[src/rtl/pll_lock_pkg.sv]
`timescale 1ns/1ps
package pll_lock_pkg;
  localparam logic [1:0] DET_OFF_CODE = 2'b10;

  typedef struct packed {
    logic pulseOn;  // a comparison window is open and counted
    logic evalNow;  // the window closed this cycle: judge it
    logic clrAll;   // detector deactivated: zero everything
  } ctlStrobes_t;
endpackage

[src/rtl/pll_lock_ctrl.sv]
`timescale 1ns/1ps
module pll_lock_ctrl
  import pll_lock_pkg::*;
(
  input  logic        clk,
  input  logic        rstN,
  input  logic        upIn,
  input  logic        dnIn,
  input  logic [1:0]  ctrlCode,
  output ctlStrobes_t strobes
);
  logic anyPulse;
  logic actPrev;
  logic detOff;

  assign anyPulse = upIn | dnIn;
  assign detOff   = (ctrlCode == DET_OFF_CODE);

  always_ff @(posedge clk) begin
    if (!rstN) actPrev <= 1'b0;
    else       actPrev <= anyPulse;
  end

  always_comb begin
    strobes.clrAll  = detOff;
    strobes.pulseOn = anyPulse & ~detOff;
    strobes.evalNow = actPrev & ~anyPulse & ~detOff;
  end
endmodule

[src/rtl/pll_lock_dpath.sv]
`timescale 1ns/1ps
module pll_lock_dpath
  import pll_lock_pkg::*;
#(
  parameter int PHASE_LIMIT = 62,
  parameter int LOCK_COUNT  = 7,
  localparam int WIDTH_W = $clog2(PHASE_LIMIT + 1),
  localparam int CNT_W   = $clog2(LOCK_COUNT + 1)
)(
  input  logic               clk,
  input  logic               rstN,
  input  ctlStrobes_t        strobes,
  output logic [WIDTH_W-1:0] widthCnt,
  output logic [CNT_W-1:0]   goodCnt,
  output logic               lockReg
);
  localparam logic [WIDTH_W-1:0] LIMIT_V = WIDTH_W'(PHASE_LIMIT);
  localparam logic [CNT_W-1:0]   FULL_V  = CNT_W'(LOCK_COUNT);

  logic isTight;
  logic [CNT_W-1:0] goodNext;

  assign isTight = (widthCnt < LIMIT_V);

  always_comb begin
    if (!isTight)              goodNext = '0;
    else if (goodCnt == FULL_V) goodNext = goodCnt;
    else                        goodNext = goodCnt + 1'b1;
  end

  // pulse width measurement, saturating at the limit
  always_ff @(posedge clk) begin
    if (!rstN || strobes.clrAll || strobes.evalNow)
      widthCnt <= '0;
    else if (strobes.pulseOn && widthCnt != LIMIT_V)
      widthCnt <= widthCnt + 1'b1;
  end

  // consecutive tight comparisons and the flag
  always_ff @(posedge clk) begin
    if (!rstN || strobes.clrAll) begin
      goodCnt <= '0;
      lockReg <= 1'b0;
    end else if (strobes.evalNow) begin
      goodCnt <= goodNext;
      lockReg <= (goodNext == FULL_V);
    end
  end
endmodule

[src/rtl/pll_lock_monitor.sv]
`timescale 1ns/1ps
module pll_lock_monitor
  import pll_lock_pkg::*;
#(
  parameter int PHASE_LIMIT = 62,
  parameter int LOCK_COUNT  = 7
)(
  input  logic       clk,
  input  logic       rstN,
  input  logic       upIn,
  input  logic       dnIn,
  input  logic [1:0] ctrlCode,
  output logic       lockOut
);
  localparam int WIDTH_W = $clog2(PHASE_LIMIT + 1);
  localparam int CNT_W   = $clog2(LOCK_COUNT + 1);

  ctlStrobes_t        strobes;
  logic [WIDTH_W-1:0] widthCnt;
  logic [CNT_W-1:0]   goodCnt;
  logic               lockReg;

  pll_lock_ctrl u_ctrl (
    .clk(clk), .rstN(rstN), .upIn(upIn), .dnIn(dnIn),
    .ctrlCode(ctrlCode), .strobes(strobes)
  );

  pll_lock_dpath #(.PHASE_LIMIT(PHASE_LIMIT), .LOCK_COUNT(LOCK_COUNT)) u_dpath (
    .clk(clk), .rstN(rstN), .strobes(strobes),
    .widthCnt(widthCnt), .goodCnt(goodCnt), .lockReg(lockReg)
  );

  assign lockOut = lockReg;
endmodule

[config.mk]
export PLATFORM = sky130hd
export DESIGN_NAME = pll_lock_monitor
export DESIGN_NICKNAME = d
export VERILOG_FILES = /design/src/rtl/pll_lock_pkg.sv /design/src/rtl/pll_lock_ctrl.sv /design/src/rtl/pll_lock_dpath.sv /design/src/rtl/pll_lock_monitor.sv
export SDC_FILE = /design/constraint.sdc
export NUM_CORES = 1
export LEC_CHECK = 0
export BUFFER_PORTS_ARGS = -buffer_cell sky130_fd_sc_hd__buf_2
export CORE_AREA = 2 2 39 41
export DETAILED_ROUTE_END_ITERATION = 6
export DIE_AREA = 0 0 41 43
export PLACE_DENSITY = 0.72
export SLEW_MARGIN = 15
export SYNTH_ARGS = -nofsm -noshare
export SYNTH_HDL_FRONTEND = slang
export SYNTH_SLANG_ARGS = --single-unit
export TNS_END_PERCENT = 100
[constraint.sdc]
create_clock -name clk -period 4.8 [get_ports clk]
set_input_delay 0.24 -clock clk [delete_from_list [all_inputs] [get_ports clk]]
set_output_delay 0.24 -clock clk [all_outputs]
set_load 0.05 [all_outputs]
==> flow_summary.json, run 1 <==
{
  "grtUsageTotal": 0.142,
  "switching_share": 0.237,
  "cts-buffers-inserted": 3,
  "final_common_cell": "dfxtp_1",
  "cts_tree": "built",
  "fmax_mhz": 601,
  "start_util": 0.411,
  "gp_congestion": 0.686,
  "hold_ws_ns": 0.198,
  "dp_hpwl_microns": 805,
  "path_cells": "inv_1 > ha_1 > a211o_1 > or4_1 > a21oi_1",
  "rrSetupSlack_ns": 3.14,
  "cts_max_level": 1,
  "io_pins": 7,
  "placementRows": 14,
  "ys_ff_latch": 11,
  "ant_nets": 0,
  "synthArstFlopShare": 0,
  "relSlewSlack": 0.705,
  "p_seq_frac": 0.552,
  "whs_endpoint": "u_ctrl.actPrev$_SDFF_PN0_",
  "drive_gt1_frac": 0.158,
  "syn_nets": 76,
  "combPwrFrac": 0.090,
  "hp-start": "rstN",
  "leakage_nw": 0.230,
  "final_area_sq_um": 642,
  "status": "completed",
  "fin_cells": 92,
  "cp_max_fo": 4,
  "antenna_cells": 0,
  "port_buffers": 6,
  "cts.sinks": 11,
  "postCtsHoldBufs": 0,
  "die_w_microns": 41,
  "yosysUniqueCellTypes": 28,
  "fin_setup_tns_ns": 0,
  "cts.repair.resized": 0,
  "drt_pass1_iterations": 4,
  "slew_violations": 0,
  "post_synth_instance_area_sq_um": 569,
  "dpl_cell_area_sq_um": 616,
  "p_switching_w": 0.0000414,
  "yosysWarnings": 0,
  "vias": 493,
  "mostFrequentLayoutCells": "dfxtp_1, nand2_1, a21oi_1",
  "max-vdd-ir-drop_uv": 166,
  "grt_max_degree": 7,
  "setup_viol": 0,
  "timing.final.crit_share": 0.347,
  "die_h_microns": 43,
  "max_cap_violations": 0,
  "cts_root_buf": "clkbuf_4",
  "core_area_sq_um": 1380,
  "crit_path_start_kind": "flip-flop",
  "min_period_ns": 1.66,
  "path_clk_slew_ns": 0.07,
  "required_ns": 5.00,
  "synthCells": 67,
  "hold_path_depth": 2,
  "path_class": "reg2reg",
  "worst_slew_pin_slew_ns": 0.440,
  "place_inst": 88,
  "postCtsSetupBuffers": 0,
  "crit_slowest_cell": "or4_1",
  "register_area_sq_um": 220,
  "wl_per_cell_microns": 11.0,
  "worst_r2r_path_depth": 5,
  "grt_pass1_vias": 456,
  "nNetsFinal": 86,
  "n_fill_cell": 143,
  "dominantRegCellSynth": "dfxtp_1",
  "r2r-end": "u_dpath.widthCnt[5]$_SDFFE_PP0P_",
  "internal_power_w": 0.000133,
  "yosysSeqAreaShare": 0.387,
  "arrival_ns": 1.86,
  "p_clk_frac": 0.358,
  "clock_latency_ns": 0.27,
  "areaGrowthSynthToFinish_pct": 12.7,
  "multi_input_area_sq_um": 338,
  "drc": 0,
  "drt_iter0_drc": 3,
  "r2r_start": "u_dpath.widthCnt[0]$_SDFFE_PP0P_",
  "antenna_found_initial": 0,
  "die_area_sq_um": 1760,
  "avgSynthCellArea_sq_um": 8.50,
  "grt_pass1_wl_mm": 1.71,
  "routed_via_density": 5.36,
  "wl_mm": 1.01,
  "clockBufferDepth": 2,
  "slowest_delay_ns": 0.48,
  "grt_overflow": 0,
  "hold_class": "in2reg",
  "power.density_nw_per_um2": 272,
  "hold_violations": 0,
  "synth-edff-count": 0,
  "rsz0062_at_grt": "no",
  "critPathCaptureType": "flip-flop",
  "skew_ns": 0.00607
}
sequential cells by signal, summed over array words and instances, names as in the netlist:
| name | cells |
|---|---|
| u_dpath.widthCnt | 6 |
| u_dpath.goodCnt | 3 |
| u_ctrl.actPrev | 1 |
| u_dpath.lockReg | 1 |
cell families after synthesis:
group / Yosys count / synth area share
xor+xnor: 3 / 0.0462
flops: 11 / 0.387
fa+ha+maj: 3 / 0.0659
buf+inv: 3 / 0.0198
mux: 2 / 0.0352
compound gates: 17 / 0.180
simple gates: 28 / 0.266
cells in the mapped netlist (2+ instances only):
cell type  count  area share
nor2b_1        2       0.022
ha_1           3       0.066
nor2_1         5       0.033
mux2i_1        2       0.035
xor2_1         2       0.031
o21ai_0        4       0.035
inv_1          2       0.013
nand2_1        8       0.053
a211oi_1       2       0.026
dfxtp_1       11        0.39
nand4_1        2       0.022
a21oi_1        8       0.070
worst max-delay path by stage:
stage	to	from	cells after the start
global placement	u_dpath.widthCnt[5]$_SDFFE_PP0P_	u_dpath.widthCnt[0]$_SDFFE_PP0P_	5
finish	u_dpath.widthCnt[5]$_SDFFE_PP0P_	u_dpath.widthCnt[0]$_SDFFE_PP0P_	5
CTS	u_dpath.widthCnt[5]$_SDFFE_PP0P_	u_dpath.widthCnt[0]$_SDFFE_PP0P_	5
detailed placement	u_dpath.widthCnt[5]$_SDFFE_PP0P_	u_dpath.widthCnt[0]$_SDFFE_PP0P_	5
floorplan	u_dpath.widthCnt[5]$_SDFFE_PP0P_	u_dpath.widthCnt[0]$_SDFFE_PP0P_	5
global route	u_dpath.widthCnt[4]$_SDFFE_PP0P_	u_dpath.widthCnt[0]$_SDFFE_PP0P_	5
per-layer routing:
layer / track usage / part of all wire
met3: 0.0314 / 0.026
met2: 0.213 / 0.49
met1: 0.169 / 0.47
met5: 0 / 0
met4: 0.100 / 0.016
power by group through the flow:
stage / Clock (W) / Combinational [W] / Sequential [W]
floorplan: 0 / 0.0000115 / 0.0000977
global placement: 0 / 0.0000156 / 0.0000982
detailed placement: 0 / 0.0000159 / 0.0000984
CTS: 0.0000667 / 0.0000159 / 0.0000962
global route: 0.0000672 / 0.0000180 / 0.0000966
finish: 0.0000624 / 0.0000157 / 0.0000963
per-stage QoR:
stage,util,worst slack (ns),total power [W]
global route,0.464,3.04,0.000182
CTS,0.464,3.14,0.000179
global placement,0.445,3.20,0.000114
floorplan,-,3.25,0.000109
detailed placement,0.445,3.16,0.000114
finish,0.464,3.14,0.000174
area by class of cell:
| cell class | instances | share of cell area |
|---|---|---|
| clock buffer | 4 | 0.0409 |
| inverter | 2 | 0.0117 |
| multi-input combinational | 53 | 0.526 |
| sequential | 11 | 0.343 |
| tap | 16 | 0.0312 |
| timing repair buffer | 6 | 0.0468 |
critical path: cells and delay by family, from the launching register on:
kind | cells | cell delay (ns)
simple gates | 1 | 0.48
flops | 1 | 0.39
compound gates | 2 | 0.44
fa+ha+maj | 1 | 0.22
buf+inv | 1 | 0.06
Note: power is estimated with default switching activity, not from simulation.
==> run 2: changes to the inputs <==
==> constraint.sdc (replaced) <==
create_clock -name clk -period 1.6 [get_ports clk]
set_input_delay 0.08 -clock clk [delete_from_list [all_inputs] [get_ports clk]]
set_output_delay 0.08 -clock clk [all_outputs]
set_load 0.05 [all_outputs]
==> flow_summary.json, run 2 (synthesized netlist as in run 1, its figures left out) <==
{
  "drt_iter0_drc": 5,
  "cts-buffers-inserted": 3,
  "cts_root_buf": "clkbuf_4",
  "clockBufferDepth": 2,
  "final_common_cell": "dfxtp_1",
  "hold_violations": 0,
  "largest_reg_flops": 6,
  "combPwrFrac": 0.129,
  "wl_per_cell_microns": 12.6,
  "grt_overflow": 0,
  "drt_pass1_iterations": 4,
  "die_area_sq_um": 1760,
  "gp_congestion": 0.713,
  "hold_class": "in2reg",
  "path_cells": "inv_1 > ha_2 > a2111o_1 > or3_4 > a21oi_2",
  "leakage_nw": 0.267,
  "antenna_cells": 0,
  "arrival_ns": 1.76,
  "critPathCaptureType": "flip-flop",
  "postCtsHoldBufs": 0,
  "place_inst": 92,
  "total_power_w": 0.000556,
  "drive_gt1_frac": 0.289,
  "cp_max_fo": 3,
  "io_pins": 7,
  "largest-register": "u_dpath.widthCnt",
  "routed_via_density": 5.53,
  "grtUsageTotal": 0.169,
  "skew_ns": 0.00539,
  "clock_latency_ns": 0.28,
  "required_ns": 1.81,
  "largest_registers": "u_dpath.widthCnt: 6 flops, u_dpath.goodCnt: 3 flops",
  "nNetsFinal": 93,
  "die_w_microns": 41,
  "crit_path_start_kind": "flip-flop",
  "fmax_mhz": 644,
  "p_seq_frac": 0.517,
  "fin_cells": 99,
  "switching_share": 0.254,
  "multi_input_area_sq_um": 354,
  "setup_ws_ns": 0.0466,
  "internal_power_w": 0.000415,
  "p_clk_frac": 0.355,
  "n_fill_cell": 140,
  "core_area_sq_um": 1380,
  "relSlewSlack": 0.778,
  "grt_pass1_wl_mm": 1.95,
  "cts_tree": "built",
  "power.density_nw_per_um2": 781,
  "slew_violations": 0,
  "p_switching_w": 0.000141,
  "wl_mm": 1.25,
  "mostFrequentLayoutCells": "dfxtp_1, nand2_1, a21oi_1, buf_4, buf_2",
  "pre_cts_ws_ns": -0.0338,
  "setup_viol": 0,
  "path_class": "reg2reg",
  "vias": 547,
  "register_area_sq_um": 221,
  "dpl_cell_area_sq_um": 646,
  "placementRows": 14,
  "crit_slowest_cell": "a2111o_1",
  "grt_pass1_vias": 496,
  "slowest_delay_ns": 0.45,
  "min_period_ns": 1.55,
  "antenna_found_initial": 0,
  "ant_nets": 0,
  "path_clk_slew_ns": 0.08,
  "drc": 0,
  "final_area_sq_um": 712,
  "cts.sinks": 11,
  "path_buf_inv": 1,
  "grt_max_degree": 7,
  "path_delay_family": "compound AO/OA/AOI/OAI gates",
  "max-vdd-ir-drop_uv": 442,
  "worst_slew_pin_slew_ns": 0.332,
  "areaGrowthSynthToFinish_pct": 25.1,
  "cts_max_level": 1,
  "status": "completed",
  "start_util": 0.411,
  "max_cap_violations": 0,
  "rrSetupSlack_ns": 0.05,
  "die_h_microns": 43,
  "port_buffers": 6,
  "timing.final.crit_share": 0.971,
  "dp_hpwl_microns": 848
}
[run 2: per-layer routing]
metal / vias up / track usage / wire [microns]
li1: 276 / - / -
met1: 257 / 0.163 / 475
met2: 9 / 0.269 / 695
met3: 5 / 0.0838 / 50
met4: 0 / 0.100 / 27
met5: - / 0 / 0
[run 2: final timing paths]
path / cells after the start / from / end
setup / recovery: 5 / u_dpath.widthCnt[0]$_SDFFE_PP0P_ / u_dpath.widthCnt[4]$_SDFFE_PP0P_
hold / removal: 2 / rstN / u_ctrl.actPrev$_SDFF_PN0_
setup reg to reg: 5 / u_dpath.widthCnt[0]$_SDFFE_PP0P_ / u_dpath.widthCnt[4]$_SDFFE_PP0P_
hold reg to reg: 2 / u_dpath.lockReg$_SDFFE_PP0P_ / u_dpath.lockReg$_SDFFE_PP0P_
[run 2: what timing repair did]
| action | 4_1_cts | 5_1_grt |
|---|---|---|
| buffers inserted | 1 | 2 |
| setup endpoints to repair | 3 | 3 |
| pin swaps | 1 | 5 |
| resized for setup | 2 | 4 |
[run 2: per-stage QoR]
stage           util  hold WS (ns)  setup TNS, ns
2_1_floorplan      -         0.208              0
3_3_place_gp   0.467         0.312              0
3_5_place_dp   0.467         0.318        -0.0412
4_1_cts        0.494        0.0320              0
5_1_grt        0.514        0.0345       -0.00844
6_report       0.514        0.0269              0
[run 2: worst reg2reg max path, delay by kind of cell, from the launching register on]
| kind | cells | cell delay, ns |
|---|---|---|
| AND/OR/NAND/NOR | 1 | 0.34 |
| adder cells (fa/ha/maj) | 1 | 0.19 |
| buffers and inverters | 1 | 0.05 |
| flip-flops | 1 | 0.34 |
| AO/OA/AOI/OAI | 2 | 0.56 |
[run 2: cell type report]
cell class,instances,share of cell area
clock buffers,4,0.0369
flip-flops and latches,11,0.311
multi-input cells,53,0.497
inverters,2,0.0105
well taps,16,0.0281
repair buffers,13,0.116
[run 2: power groups by stage]
stage | Clock [W] | Combinational, W | Sequential [W]
finish | 0.000197 | 0.0000715 | 0.000288
global route | 0.000220 | 0.0000783 | 0.000289
CTS | 0.000201 | 0.0000618 | 0.000288
detailed placement | 0 | 0.0000572 | 0.000294
global placement | 0 | 0.0000555 | 0.000293
floorplan | 0 | 0.0000345 | 0.000293
==> run 3: changes to the inputs <==
--- a/config.mk
+++ b/config.mk
@@ -9,9 +9,11 @@
 export CORE_AREA = 2 2 39 41
 export DETAILED_ROUTE_END_ITERATION = 6
 export DIE_AREA = 0 0 41 43
-export PLACE_DENSITY = 0.72
+export GPL_ROUTABILITY_DRIVEN = 1
+export PLACE_DENSITY = 0.77
 export SLEW_MARGIN = 15
 export SYNTH_ARGS = -nofsm -noshare
 export SYNTH_HDL_FRONTEND = slang
+export SYNTH_HIERARCHICAL = 1
 export SYNTH_SLANG_ARGS = --single-unit
 export TNS_END_PERCENT = 100
==> flow_summary.json, run 3 <==
{
  "routed_via_density": 5.93,
  "max_cap_violations": 0,
  "rsz0062_at_grt": "no",
  "areaGrowthSynthToFinish_pct": 11.4,
  "drt_pass1_iterations": 2,
  "dpl_cell_area_sq_um": 684,
  "syn_nets": 78,
  "fmax_mhz": 703,
  "slowest_delay_ns": 0.52,
  "grt_overflow": 0,
  "dp_hpwl_microns": 909,
  "critPathCaptureType": "flip-flop",
  "dominantRegCellSynth": "dfxtp_1",
  "ys_ff_latch": 11,
  "yosysUniqueCellTypes": 32,
  "cts-buffers-inserted": 3,
  "max-vdd-ir-drop_uv": 585,
  "path_class": "reg2reg",
  "grt_max_degree": 11,
  "required_ns": 1.77,
  "yosysSeqAreaShare": 0.345,
  "path_clk_slew_ns": 0.07,
  "nNetsFinal": 88,
  "postCtsSetupBuffers": 0,
  "arrival_ns": 1.59,
  "cp_max_fo": 5,
  "yosysWarnings": 6,
  "drc": 0,
  "postCtsHoldBufs": 0,
  "cts.sinks": 11,
  "wl_per_cell_microns": 13.2,
  "status": "completed",
  "cts.repair.resized": 0,
  "setup_viol": 0,
  "die_w_microns": 41,
  "vias": 557,
  "yosysTopAreaCellShare": 0.345,
  "cts_root_buf": "clkbuf_4",
  "hold_ws_ns": 0.0499,
  "relSlewSlack": 0.785,
  "synth_common_cells": "dfxtp_1, inv_1, nand2_1",
  "slew_violations": 0,
  "hold_path_depth": 2,
  "clock_latency_ns": 0.27,
  "start_util": 0.461,
  "antenna_cells": 0,
  "fin_setup_tns_ns": 0,
  "final_area_sq_um": 711,
  "largest_reg_flops": 6,
  "synth_largest_area_cell": "dfxtp_1",
  "largest-register": "u_dpath/widthCnt",
  "grt_pass1_vias": 521,
  "worst_r2r_path_depth": 4,
  "port_buffers": 6,
  "crit_path_start_kind": "flip-flop",
  "largest_registers": "u_dpath/widthCnt: 6 flops, u_dpath/goodCnt: 3 flops",
  "gp_congestion": 0.680,
  "path_cells": "inv_1 > ha_1 > or4b_1 > o211a_1",
  "synth-edff-count": 0,
  "leakage_nw": 0.315,
  "synthArstFlopShare": 0,
  "pre_cts_ws_ns": 0.177,
  "core_area_sq_um": 1380,
  "grt_pass1_wl_mm": 2.15,
  "worst_slew_pin_slew_ns": 0.320,
  "cts_tree": "built",
  "clockBufferDepth": 2,
  "antenna_found_initial": 0,
  "io_pins": 7,
  "mostFrequentLayoutCells": "dfxtp_1, buf_2, inv_1, nand2_1",
  "synthTopCellsByArea": "dfxtp_1, ha_1, o2111ai_1",
  "hold_violations": 0,
  "placementRows": 14,
  "drive_gt1_frac": 0.179,
  "power.density_nw_per_um2": 770,
  "cts_max_level": 1,
  "final_common_cell": "dfxtp_1",
  "setup_ws_ns": 0.178,
  "hold_class": "in2reg",
  "skew_ns": 0.00357,
  "grtUsageTotal": 0.182,
  "wl_mm": 1.24,
  "min_period_ns": 1.42,
  "synthCells": 69,
  "timing.final.crit_share": 0.889,
  "post_synth_instance_area_sq_um": 638,
  "yosysMostFrequentCell": "dfxtp_1",
  "die_h_microns": 43,
  "die_area_sq_um": 1760,
  "avgSynthCellArea_sq_um": 9.25,
  "drt_iter0_drc": 7,
  "ant_nets": 0,
  "crit_slowest_cell": "or4b_1"
}
## run 3: cell count changes after synthesis, sizes merged, moves of 2 or more
cell / before / now
and3: 0 / 2
or3: 2 / 0
o2111ai: 0 / 4
o211a: 0 / 3
a21oi: 8 / 2
nand2b: 1 / 4
nand2: 8 / 5
o21ai: 4 / 0
o22ai: 0 / 2
inv: 2 / 5
o21a: 0 / 2
## run 3: logic make-up (layout without fill, tap and decap cells)
logic type               count (synthesis)  in the layout  synth area share
multiplexers                             1              1            0.0157
buffers and inverters                    7             16            0.0471
AND/OR/NAND/NOR                         24             24             0.245
XOR/XNOR                                 1              1            0.0137
flip-flops                              11             11             0.345
adder cells (fa/ha/maj)                  3              3            0.0588
AO/OA/AOI/OAI                           22             22             0.275
## run 3: path summary, 6_finish.rpt
check,slack (ns),start,end
min,0.05,rstN,u_ctrl/actPrev$_SDFF_PN0_
min reg2reg,0.48,u_dpath/lockReg$_SDFFE_PP0P_,u_dpath/lockReg$_SDFFE_PP0P_
max reg2reg,0.18,u_dpath/widthCnt[0]$_SDFFE_PP0P_,u_dpath/widthCnt[5]$_SDFFE_PP0P_
max,0.18,u_dpath/widthCnt[0]$_SDFFE_PP0P_,u_dpath/widthCnt[5]$_SDFFE_PP0P_
## run 3: worst max-delay path: cells and delay by family (launching register included)
kind	cells	cell delay [ns]
AOI/OAI and AO/OA	1	0.14
adders and majority gates	1	0.20
buffers and inverters	1	0.08
and+or+nand+nor	1	0.52
DFF	1	0.38
## run 3: where the power goes
group          switching, W  internal [W]   total, W
clock             0.0000975     0.0000967   0.000194
sequential       0.00000803      0.000281   0.000289
combinational     0.0000355     0.0000290  0.0000644
## run 3: cell type report
cell class | count | area, sq um
clock buffer | 4 | 26.3
fill | 138 | 673
inverter | 5 | 18.8
multi-input combinational | 51 | 388
sequential | 11 | 220
tap | 16 | 20.0
timing repair buffer | 7 | 37.5
## run 3: metal layers
metal / share of wire / global-route usage / wire [microns] / up-vias
li1: - / - / - / 284
met1: 0.45 / 0.188 / 554 / 263
met2: 0.51 / 0.291 / 630 / 8
met3: 0.035 / 0.0942 / 44 / 2
met4: 0.010 / 0.0800 / 13 / 0
met5: 0 / 0 / 0 / -
## run 3: per-stage QoR
| stage | total power [W] | std cells | util |
|---|---|---|---|
| 2_1_floorplan | 0.000339 | 69 | - |
| 3_3_place_gp | 0.000357 | 90 | 0.495 |
| 3_5_place_dp | 0.000359 | 90 | 0.495 |
| 4_1_cts | 0.000554 | 94 | 0.514 |
| 5_1_grt | 0.000578 | 94 | 0.514 |
| 6_report | 0.000548 | 94 | 0.514 |
